==> src/rtl/dwatch_pkg.sv <==
// Shared constants and types for the data watchpoint unit.
// Assumes a 32-bit byte-addressed access bus and a 32-bit control word.
package dwatch_pkg;
    localparam int ADDR_W         = 32;
    localparam int DATA_W         = 32;
    localparam int NUM_CH         = 2;
    localparam int CH_W           = (NUM_CH > 1) ? $clog2(NUM_CH) : 1;
    localparam int MASK_W         = 6;
    localparam int LOAD_BIT       = 30;
    localparam int STORE_BIT      = 31;
    localparam int CAUSE_DBRK_BIT = 2;
    localparam int CAUSE_CH_BIT   = 8;

    // Live state of one channel; reserved control bits are not stored.
    typedef struct packed {
        logic [ADDR_W-1:0] base;
        logic              store_en;
        logic              load_en;
        logic [MASK_W-1:0] mask;
    } chan_cfg_t;
endpackage

==> src/rtl/dwatch_chan_regs.sv <==
// Register pair (base address, control) of one watchpoint channel.
// Assumes writes are single-cycle strobes; only enable and mask bits are kept.
module dwatch_chan_regs
    import dwatch_pkg::*;
#(
    parameter int CH_ID = 0
) (
    input  logic                 clk,
    input  logic                 rst_n,
    input  logic                 cfg_we,
    input  logic [CH_W-1:0]      cfg_ch,
    input  logic                 cfg_sel,
    input  logic [DATA_W-1:0]    cfg_wdata,
    output chan_cfg_t            cfg
);
    logic hit_this;
    assign hit_this = cfg_we && (cfg_ch == CH_W'(CH_ID));

    // Capture base or control on a write addressed to this channel.
    always_ff @(posedge clk) begin
        if (!rst_n) begin
            cfg <= '0;
        end else if (hit_this) begin
            if (cfg_sel) begin
                cfg.store_en <= cfg_wdata[STORE_BIT];
                cfg.load_en  <= cfg_wdata[LOAD_BIT];
                cfg.mask     <= cfg_wdata[MASK_W-1:0];
            end else begin
                cfg.base <= cfg_wdata[ADDR_W-1:0];
            end
        end
    end

    // A control write with no enable bits leaves the channel off next cycle.
    assert_ctrl_zero_R5: assert property (@(posedge clk) disable iff (!rst_n)
        (hit_this && cfg_sel && cfg_wdata[STORE_BIT:LOAD_BIT] == 2'b00)
        |=> (!cfg.load_en && !cfg.store_en));
endmodule

==> src/rtl/dwatch_chan_match.sv <==
// Compares one access against one channel's window and enabled access types.
// Assumes address bits above the mask width are always compared.
module dwatch_chan_match
    import dwatch_pkg::*;
(
    input  logic              clk,
    input  logic              rst_n,
    input  chan_cfg_t         cfg,
    input  logic              acc_valid,
    input  logic [ADDR_W-1:0] acc_addr,
    input  logic              acc_load,
    input  logic              acc_store,
    output logic              hit
);
    logic [ADDR_W-1:0] cmp_mask;
    logic              addr_eq;
    logic              type_ok;

    // Build the compare mask, then check address and access type.
    always_comb begin
        cmp_mask = {{(ADDR_W-MASK_W){1'b1}}, cfg.mask};
        addr_eq  = ((acc_addr ^ cfg.base) & cmp_mask) == '0;
        type_ok  = (acc_load && cfg.load_en) || (acc_store && cfg.store_en);
        hit      = acc_valid && type_ok && addr_eq;
    end

    assert_disabled_R5: assert property (@(posedge clk) disable iff (!rst_n)
        (!cfg.load_en && !cfg.store_en) |-> !hit);
    assert_invalid_R12: assert property (@(posedge clk) disable iff (!rst_n)
        !acc_valid |-> !hit);
    assert_upper_R4: assert property (@(posedge clk) disable iff (!rst_n)
        (acc_addr[ADDR_W-1:MASK_W] != cfg.base[ADDR_W-1:MASK_W]) |-> !hit);
endmodule

==> src/rtl/dwatch_cause_reg.sv <==
// Picks the lowest-numbered firing channel and holds request and cause.
// Assumes a clear coinciding with a match loads the new cause.
module dwatch_cause_reg
    import dwatch_pkg::*;
(
    input  logic              clk,
    input  logic              rst_n,
    input  logic [NUM_CH-1:0] hit,
    input  logic              cause_clr,
    output logic              dbg_req,
    output logic [DATA_W-1:0] dbg_cause
);
    logic [CH_W-1:0]   win_ch;
    logic [DATA_W-1:0] new_cause;
    logic              any_hit;

    // Lowest index wins: scan from the top so channel 0 overrides.
    always_comb begin
        win_ch = '0;
        for (int i = NUM_CH - 1; i >= 0; i--) begin
            if (hit[i]) win_ch = CH_W'(i);
        end
        any_hit   = |hit;
        new_cause = '0;
        new_cause[CAUSE_DBRK_BIT] = 1'b1;
        new_cause[CAUSE_CH_BIT +: CH_W] = win_ch;
    end

    // Load on a hit when idle or clearing; otherwise hold.
    always_ff @(posedge clk) begin
        if (!rst_n) begin
            dbg_req   <= 1'b0;
            dbg_cause <= '0;
        end else if (cause_clr || !dbg_req) begin
            dbg_req   <= any_hit;
            dbg_cause <= any_hit ? new_cause : '0;
        end
    end

    assert_hold_R8: assert property (@(posedge clk) disable iff (!rst_n)
        (dbg_req && !cause_clr) |=> (dbg_req && $stable(dbg_cause)));
    assert_clear_R9: assert property (@(posedge clk) disable iff (!rst_n)
        (cause_clr && !any_hit) |=> (!dbg_req && dbg_cause == '0));
    assert_prio_R7: assert property (@(posedge clk) disable iff (!rst_n)
        (hit[0] && (cause_clr || !dbg_req)) |=> (dbg_req && !dbg_cause[CAUSE_CH_BIT]));
    assert_flag_R6: assert property (@(posedge clk) disable iff (!rst_n)
        dbg_req |-> dbg_cause[CAUSE_DBRK_BIT]);
endmodule

==> src/rtl/dwatch_unit.sv <==
// Two-channel data address watchpoint: register file, comparators, cause.
// Assumes one access per cycle and single-cycle register write strobes.
module dwatch_unit
    import dwatch_pkg::*;
(
    input  logic              clk,
    input  logic              rst_n,
    input  logic              cfg_we,
    input  logic              cfg_ch,
    input  logic              cfg_sel,
    input  logic [31:0]       cfg_wdata,
    input  logic              acc_valid,
    input  logic [31:0]       acc_addr,
    input  logic              acc_load,
    input  logic              acc_store,
    input  logic              cause_clr,
    output logic              dbg_req,
    output logic [31:0]       dbg_cause
);
    chan_cfg_t         cfg_q [NUM_CH];
    logic [NUM_CH-1:0] hit;

    for (genvar c = 0; c < NUM_CH; c++) begin : g_ch
        dwatch_chan_regs #(.CH_ID(c)) regs_i (
            .clk       (clk),
            .rst_n     (rst_n),
            .cfg_we    (cfg_we),
            .cfg_ch    (cfg_ch),
            .cfg_sel   (cfg_sel),
            .cfg_wdata (cfg_wdata),
            .cfg       (cfg_q[c])
        );
        dwatch_chan_match match_i (
            .clk       (clk),
            .rst_n     (rst_n),
            .cfg       (cfg_q[c]),
            .acc_valid (acc_valid),
            .acc_addr  (acc_addr),
            .acc_load  (acc_load),
            .acc_store (acc_store),
            .hit       (hit[c])
        );
    end

    dwatch_cause_reg cause_i (
        .clk       (clk),
        .rst_n     (rst_n),
        .hit       (hit),
        .cause_clr (cause_clr),
        .dbg_req   (dbg_req),
        .dbg_cause (dbg_cause)
    );

    assert_idle_R1: assert property (@(posedge clk)
        !rst_n |=> (!dbg_req && dbg_cause == 32'h0));
endmodule

==> config.mk <==
export PLATFORM = sky130hd
export DESIGN_NAME = dwatch_unit
export DESIGN_NICKNAME = d
export VERILOG_FILES = /design/src/rtl/dwatch_pkg.sv /design/src/rtl/dwatch_chan_regs.sv /design/src/rtl/dwatch_chan_match.sv /design/src/rtl/dwatch_cause_reg.sv /design/src/rtl/dwatch_unit.sv
export SDC_FILE = /design/constraint.sdc
export NUM_CORES = 1
export LEC_CHECK = 0
export ABC_AREA = 1
export CAP_MARGIN = 15
export CORE_UTILIZATION = 46
export CTS_BUF_LIST = sky130_fd_sc_hd__clkbuf_8
export DETAILED_ROUTE_END_ITERATION = 8
export PLACE_DENSITY_LB_ADDON = 0.12
export SETUP_SLACK_MARGIN = 0.15
export SYNTH_ARGS = -nofsm -noshare
export SYNTH_HDL_FRONTEND = slang
export SYNTH_SLANG_ARGS = --single-unit
==> constraint.sdc <==
create_clock -name clk -period 1.1 [get_ports clk]
set_input_delay 0.165 -clock clk [delete_from_list [all_inputs] [get_ports clk]]
set_output_delay 0.165 -clock clk [all_outputs]
set_load 0.05 [all_outputs]
==> results.py, run 1 <==
metrics = {
    "outcome": {
        "status": "finished, violations left",
        "violations": "setup timing",
    },
    "synth": {
        "syn_avg_cell_area_um2": 6.562,
        "yosys_warnings": 0,
        "synth_top_area_frac": 0.3921,
        "yosys-top-cells-area": "dfxtp_1 39%, nand2_1 13%, o21ai_0 11%",
        "ys_seq_area_frac": 0.3921,
        "syn_area_um2": 4187,
        "synth-edff-count": 0,
        "ys_async_sr_fraction": 0,
        "synth.most_common_cell": "nand2_1",
        "yosys.area.top_type": "dfxtp_1",
        "ys_seq_elements": 82,
        "synthCells": 638,
        "ys_types": 22,
        "synth-main-ff-cell": "dfxtp_1",
        "synth_common_cells": "144 x nand2_1, 96 x inv_1, 88 x o21ai_0, 82 x dfxtp_1, 77 x a21oi_1",
    },
    "sta": {
        "skew_ps": 11.50,
        "rsz0062_at_grt": "yes",
        "finalSetupTns_ps": -391.8,
        "fin_ws_ps": -205.3,
        "fmax_mhz": 766.1,
        "setup_violations": 4,
        "min_period_ps": 1305,
        "drv_slew": 0,
        "fin_crit_sh": 1.187,
        "hold_viol": 0,
    },
    "placed_design": {
        "placedCellCount": 850,
        "io_buffers": 75,
        "place_ws_ps": -613.7,
        "hpwl_mm": 8.217,
        "gp_congestion": 0.8622,
    },
    "grt": {
        "grt_usage": 0.2390,
        "grt_pass1_wl_mm": 18.17,
        "antenna_found_initial": 0,
        "grt_pass1_vias": 3840,
        "grt_max_degree": 47,
        "grt_use_met1": 0.2956,
        "grtUsageMet2": 0.4104,
        "grt_use_met3": 0.03669,
        "top_usage_layer": "met2",
        "grt-ovfl-total": 0,
    },
    "hold_path": {
        "hp-class": "in -> reg",
    },
    "critical_path": {
        "setup.worst_path.class": "reg -> reg",
        "critPathArrivalTime_ps": 1570,
        "cp-end-kind": "register",
        "critPathLaunchType": "register",
        "required_ps": 1370,
        "crit_fanout": 2,
    },
    "floorplanning": {
        "initial_core_util": 0.4777,
        "die_y_um": 97.40,
        "core_um2": 8763,
        "die_width_um": 97.40,
        "io_pins": 106,
        "rows": 34,
        "dieArea_um2": 9487,
    },
    "cells_and_area": {
        "final_nets": 828,
        "area.growth.synth_to_final_pct": 34.88,
        "num_antenna_cells": 0,
        "finalNonFillerCells": 866,
        "drive_gt1_frac": 0.1649,
        "n_fill_cell": 807,
    },
    "drt": {
        "wl_per_cell_um": 12.99,
        "num_vias": 4236,
        "drt-pass1-iter-count": 7,
        "routed_wl_mm": 11.25,
        "drtIter0Drc": 177,
        "drc": 0,
        "drt-vias-per-instance": 4.891,
        "ant_nets": 0,
    },
    "pwr": {
        "pwr_density_cell_nw_per_um2": 1225,
        "p_leak_uw": 0.002530,
        "vdd_drop_max_mv": 0.5334,
    },
    "clock_tree": {
        "insertion_delay_ps": 350,
        "cts_tree": "done",
        "clock_sinks": 82,
        "clk_pin_slew_ps": 80,
        "h-tree-depth": 3,
        "clockBufferDepth": 2,
        "cts-root-buf": "clkbuf_8",
        "holdBufCountCts": 0,
        "cts_made_buffers": 9,
    },
    "flow_run": {
        "drv_cap": 0,
    },
}
==> where the power goes <==
group	switching (uW)	total, uW	internal [uW]
clock network	1050	2350	1310
registers	81.5	3200	3120
logic	797	1370	569
==> worst paths after layout <==
| kind | startpoint | to | slack (ps) | depth (start not counted) |
|---|---|---|---|---|
| max reg2reg | g_ch[1].regs_i.cfg[31] | cause_i.dbg_cause[8] | -210 | 10 |
| min reg2reg | g_ch[0].regs_i.cfg[1] | g_ch[0].regs_i.cfg[1] | 450 | 2 |
| min | rst_n | g_ch[1].regs_i.cfg[34] | 270 | 4 |
| max | g_ch[1].regs_i.cfg[31] | cause_i.dbg_cause[8] | -210 | 10 |
==> critical path, cell delays in order (launching register included) <==
cell,delay [ps]
dfxtp_2,340
inv_2,30
nand2_1,60
nand2_2,80
nor2_1,90
nand2_1,70
nor2_2,130
nand3_1,90
nor2_2,130
nand3_1,70
a21oi_1,120
==> metal layers <==
| layer | wire (um) | vias to the layer above | part of all wire |
|---|---|---|---|
| met5 | 0 | - | 0 |
| met4 | 261 | 0 | 0.023 |
| met3 | 625 | 18 | 0.056 |
| met2 | 5442 | 133 | 0.48 |
| met1 | 4922 | 1904 | 0.44 |
| li1 | - | 2181 | - |
==> final cells by class <==
cell class,count,area (um2),share of cell area
Clock buffer,10,137.6,0.02437
Multi-Input combinational cell,433,1996,0.3534
Sequential cell,82,1665,0.2949
Tap cell,108,135.1,0.02393
Timing Repair Buffer,130,1270,0.2249
Inverter,99,374.1,0.06625
Clock inverter,4,68.82,0.01219
==> registers in the layout, summed over array words and instances (netlist names) <==
| register | flops |
|---|---|
| g_ch.regs_i.cfg | 80 |
| cause_i.dbg_cause | 2 |
==> cells in the final DEF, fill, tap and decap left out, types with 4 or more instances in the layout <==
cell,n
a21oi_1,76
buf_12,7
buf_4,47
clkbuf_8,10
clkdlybuf4s50_1,55
conb_1,30
dfxtp_1,63
dfxtp_2,19
dlygate4sd2_1,10
dlymetal6s2s_1,5
inv_1,84
inv_2,13
nand2_1,135
nand2_2,9
nand3_1,20
nor2_1,50
nor2_2,5
o21ai_0,65
o21ai_1,21
o22ai_1,4
xnor2_1,4
xor2_1,5
==> metrics by stage <==
stage                     hold slack (ps)  power, uW    util  instance area (um2)
after floorplan                     299.9       4060       -                 4303
after global routing                274.2       7231  0.6443                 5647
final                               266.3       6918  0.6443                 5647
after detailed placement            439.2       4579  0.6062                 5313
after global placement              430.9       4556  0.6062                 5313
after CTS                           256.6       6930  0.6388                 5598
==> timing repair <==
item / CTS / global route
setup buffers: 1 / 0
pin swaps: 23 / 12
endpoints found under the setup margin: 85 / 50
cloned: 1 / 0
gates resized for setup: 49 / 42
==> kinds of logic after synthesis <==
| kind of cell | share of synthesized area |
|---|---|
| flops | 0.3921 |
| other cells | 0.0008957 |
| simple gates | 0.2134 |
| compound gates | 0.2032 |
| xor+xnor | 0.01883 |
| buf+inv | 0.1715 |
Power figures use the tool's default switching activity.
==> run 2: changes to the inputs <==
--- a/config.mk
+++ b/config.mk
@@ -10,6 +10,7 @@
 export CORE_UTILIZATION = 46
 export CTS_BUF_LIST = sky130_fd_sc_hd__clkbuf_8
 export DETAILED_ROUTE_END_ITERATION = 8
+export GPL_ROUTABILITY_DRIVEN = 0
 export PLACE_DENSITY_LB_ADDON = 0.12
 export SETUP_SLACK_MARGIN = 0.15
 export SYNTH_ARGS = -nofsm -noshare
==> run 2 against run 1 <==
The run still ends with setup timing left. Design area is essentially flat. Non-clock buffer count is 2 higher. Setup slack got worse by 7.9 ps. Largest power group unchanged. Power down 1.6%. Via count down 2.7%.
==> results.py, run 2 (synthesized netlist as in run 1, its figures left out) <==
metrics = {
    "critical_path": {
        "cp-end-kind": "register",
        "reg2reg_slack_ps": -210,
        "cp_cell_sequence": "or2_1 -> nand3_2 -> nand2_2 -> nor2_2 -> nand3_1 -> nor2_2 -> nand3_1 -> a21oi_1",
        "setup.worst_path.class": "reg -> reg",
        "crit_buf_inv": 0,
        "max_stage_delay_ps": 330,
        "critPathLaunchType": "register",
        "critPathArrivalTime_ps": 1600,
        "required_ps": 1390,
        "cp_top_family": "simple AND/OR/NAND/NOR gates",
        "crit_fanout": 3,
        "crit_slowest_cell": "dfxtp_2",
    },
    "floorplanning": {
        "die_y_um": 97.40,
        "initial_core_util": 0.4777,
        "rows": 34,
        "core_um2": 8763,
        "io_pins": 106,
        "dieArea_um2": 9487,
        "die_width_um": 97.40,
    },
    "cells_and_area": {
        "final_nets": 830,
        "largest_register_ffs": 80,
        "num_antenna_cells": 0,
        "mostFrequentLayoutCell": "nand2_1",
        "drive_gt1_frac": 0.1562,
        "n_fill_cell": 809,
        "final_cell_area_um2": 5642,
        "area.growth.synth_to_final_pct": 34.76,
        "top_regs": "g_ch.regs_i.cfg x80, cause_i.dbg_cause x2",
        "layout_common_cells": "135 x nand2_1, 90 x inv_1, 79 x o21ai_0, 77 x a21oi_1, 68 x dfxtp_1",
        "regMostFlops": "g_ch.regs_i.cfg",
    },
    "drt": {
        "drtIter0Drc": 132,
        "drc": 0,
        "routed_wl_mm": 10.72,
        "drt-pass1-iter-count": 5,
        "drt-vias-per-instance": 4.736,
        "num_vias": 4120,
        "ant_nets": 0,
        "wl_per_cell_um": 12.32,
    },
    "sta": {
        "drv_slew": 0,
        "fin_ws_ps": -213.2,
        "skew_ps": 8.130,
        "finalSetupTns_ps": -428.9,
        "min_period_ps": 1313,
        "rsz0062_at_grt": "yes",
        "fin_crit_sh": 1.194,
        "fmax_mhz": 761.5,
        "hold_viol": 0,
        "setup_violations": 4,
    },
    "outcome": {
        "status": "finished, violations left",
        "violations": "setup timing",
    },
    "placed_design": {
        "postPlaceCellArea_um2": 5335,
        "place_ws_ps": -602.3,
        "hpwl_mm": 8.075,
        "io_buffers": 75,
    },
    "flow_run": {
        "drv_cap": 0,
    },
    "grt": {
        "grt-ovfl-total": 0,
        "grt_max_degree": 47,
        "grt_usage": 0.2350,
        "grt_pass1_vias": 3911,
        "antenna_found_initial": 0,
        "grt_pass1_wl_mm": 17.83,
    },
    "pwr": {
        "p_leak_uw": 0.002483,
        "vdd_drop_max_mv": 0.7207,
        "pwr_density_cell_nw_per_um2": 1207,
    },
    "clock_tree": {
        "insertion_delay_ps": 360,
        "cts_tree": "done",
        "clock_sinks": 82,
        "cts-root-buf": "clkbuf_8",
        "h-tree-depth": 3,
        "holdBufCountCts": 0,
        "cts_made_buffers": 9,
        "clockBufferDepth": 2,
        "clk_pin_slew_ps": 90,
    },
    "hold_path": {
        "hp-class": "in -> reg",
    },
}
[run 2: changes by cell type in the layout (fill, tap and decap cells not counted), moves of 3 or more]
cell,before,now
dfxtp_2,19,14
clkdlybuf4s50_1,55,62
inv_2,13,6
dlymetal6s2s_1,5,2
o21ai_1,21,8
inv_1,84,90
clkinvlp_4,0,3
dfxtp_1,63,68
dlygate4sd2_1,10,6
o21ai_0,65,79
[run 2: path summary, 6_finish.rpt]
| check | from | endpoint | depth (start not counted) |
|---|---|---|---|
| max | g_ch[1].regs_i.cfg[11] | cause_i.dbg_cause[8] | 8 |
| min | rst_n | g_ch[1].regs_i.cfg[8] | 4 |
| max reg2reg | g_ch[1].regs_i.cfg[11] | cause_i.dbg_cause[8] | 8 |
| min reg2reg | g_ch[0].regs_i.cfg[5] | g_ch[0].regs_i.cfg[5] | 2 |
[run 2: through the flow]
step	power [uW]	util	instances	hold WS, ps
2_1_floorplan	4060	-	667	299.9
3_3_place_gp	4563	0.6088	853	432.1
3_5_place_dp	4586	0.6088	853	442.2
4_1_cts	6816	0.6368	869	243.4
5_1_grt	7154	0.6438	870	253.9
6_report	6807	0.6438	870	246.2
[run 2: cell type report]
type,count,area [um2],area share
sequential,82,1659,0.2941
clock buffer,10,137.6,0.02440
multi-input combinational,433,2003,0.3551
tap,108,135.1,0.02395
timing repair buffer,132,1266,0.2244
clock inverter,6,66.31,0.01175
inverter,99,374.1,0.06631
[run 2: what timing repair did]
action	in CTS	in global routing
endpoints found under the hold margin	0	0
setup buffers	0	1
endpoints found under the setup margin	85	25
pin swaps	11	19
resized for setup	31	29
[run 2: worst reg2reg max path, stage by stage (launching register included)]
cell and delay, ps:
dfxtp_2 330, or2_1 210, nand3_2 70, nand2_2 60
nor2_2 130, nand3_1 100, nor2_2 130, nand3_1 90
a21oi_1 120
[run 2: per-layer routing]
layer | track usage | part of all wire
met3 | 0.03525 | 0.046
met2 | 0.4002 | 0.48
met1 | 0.3014 | 0.45
met4 | 0.08371 | 0.020
met5 | 0 | 0
[run 2: power breakdown]
part           internal (uW)  total, uW  switching, uW
clock                   1110       2250           1140
combinational            575       1360            785
sequential              3120       3200           77.1
total                   4800       6810           2000
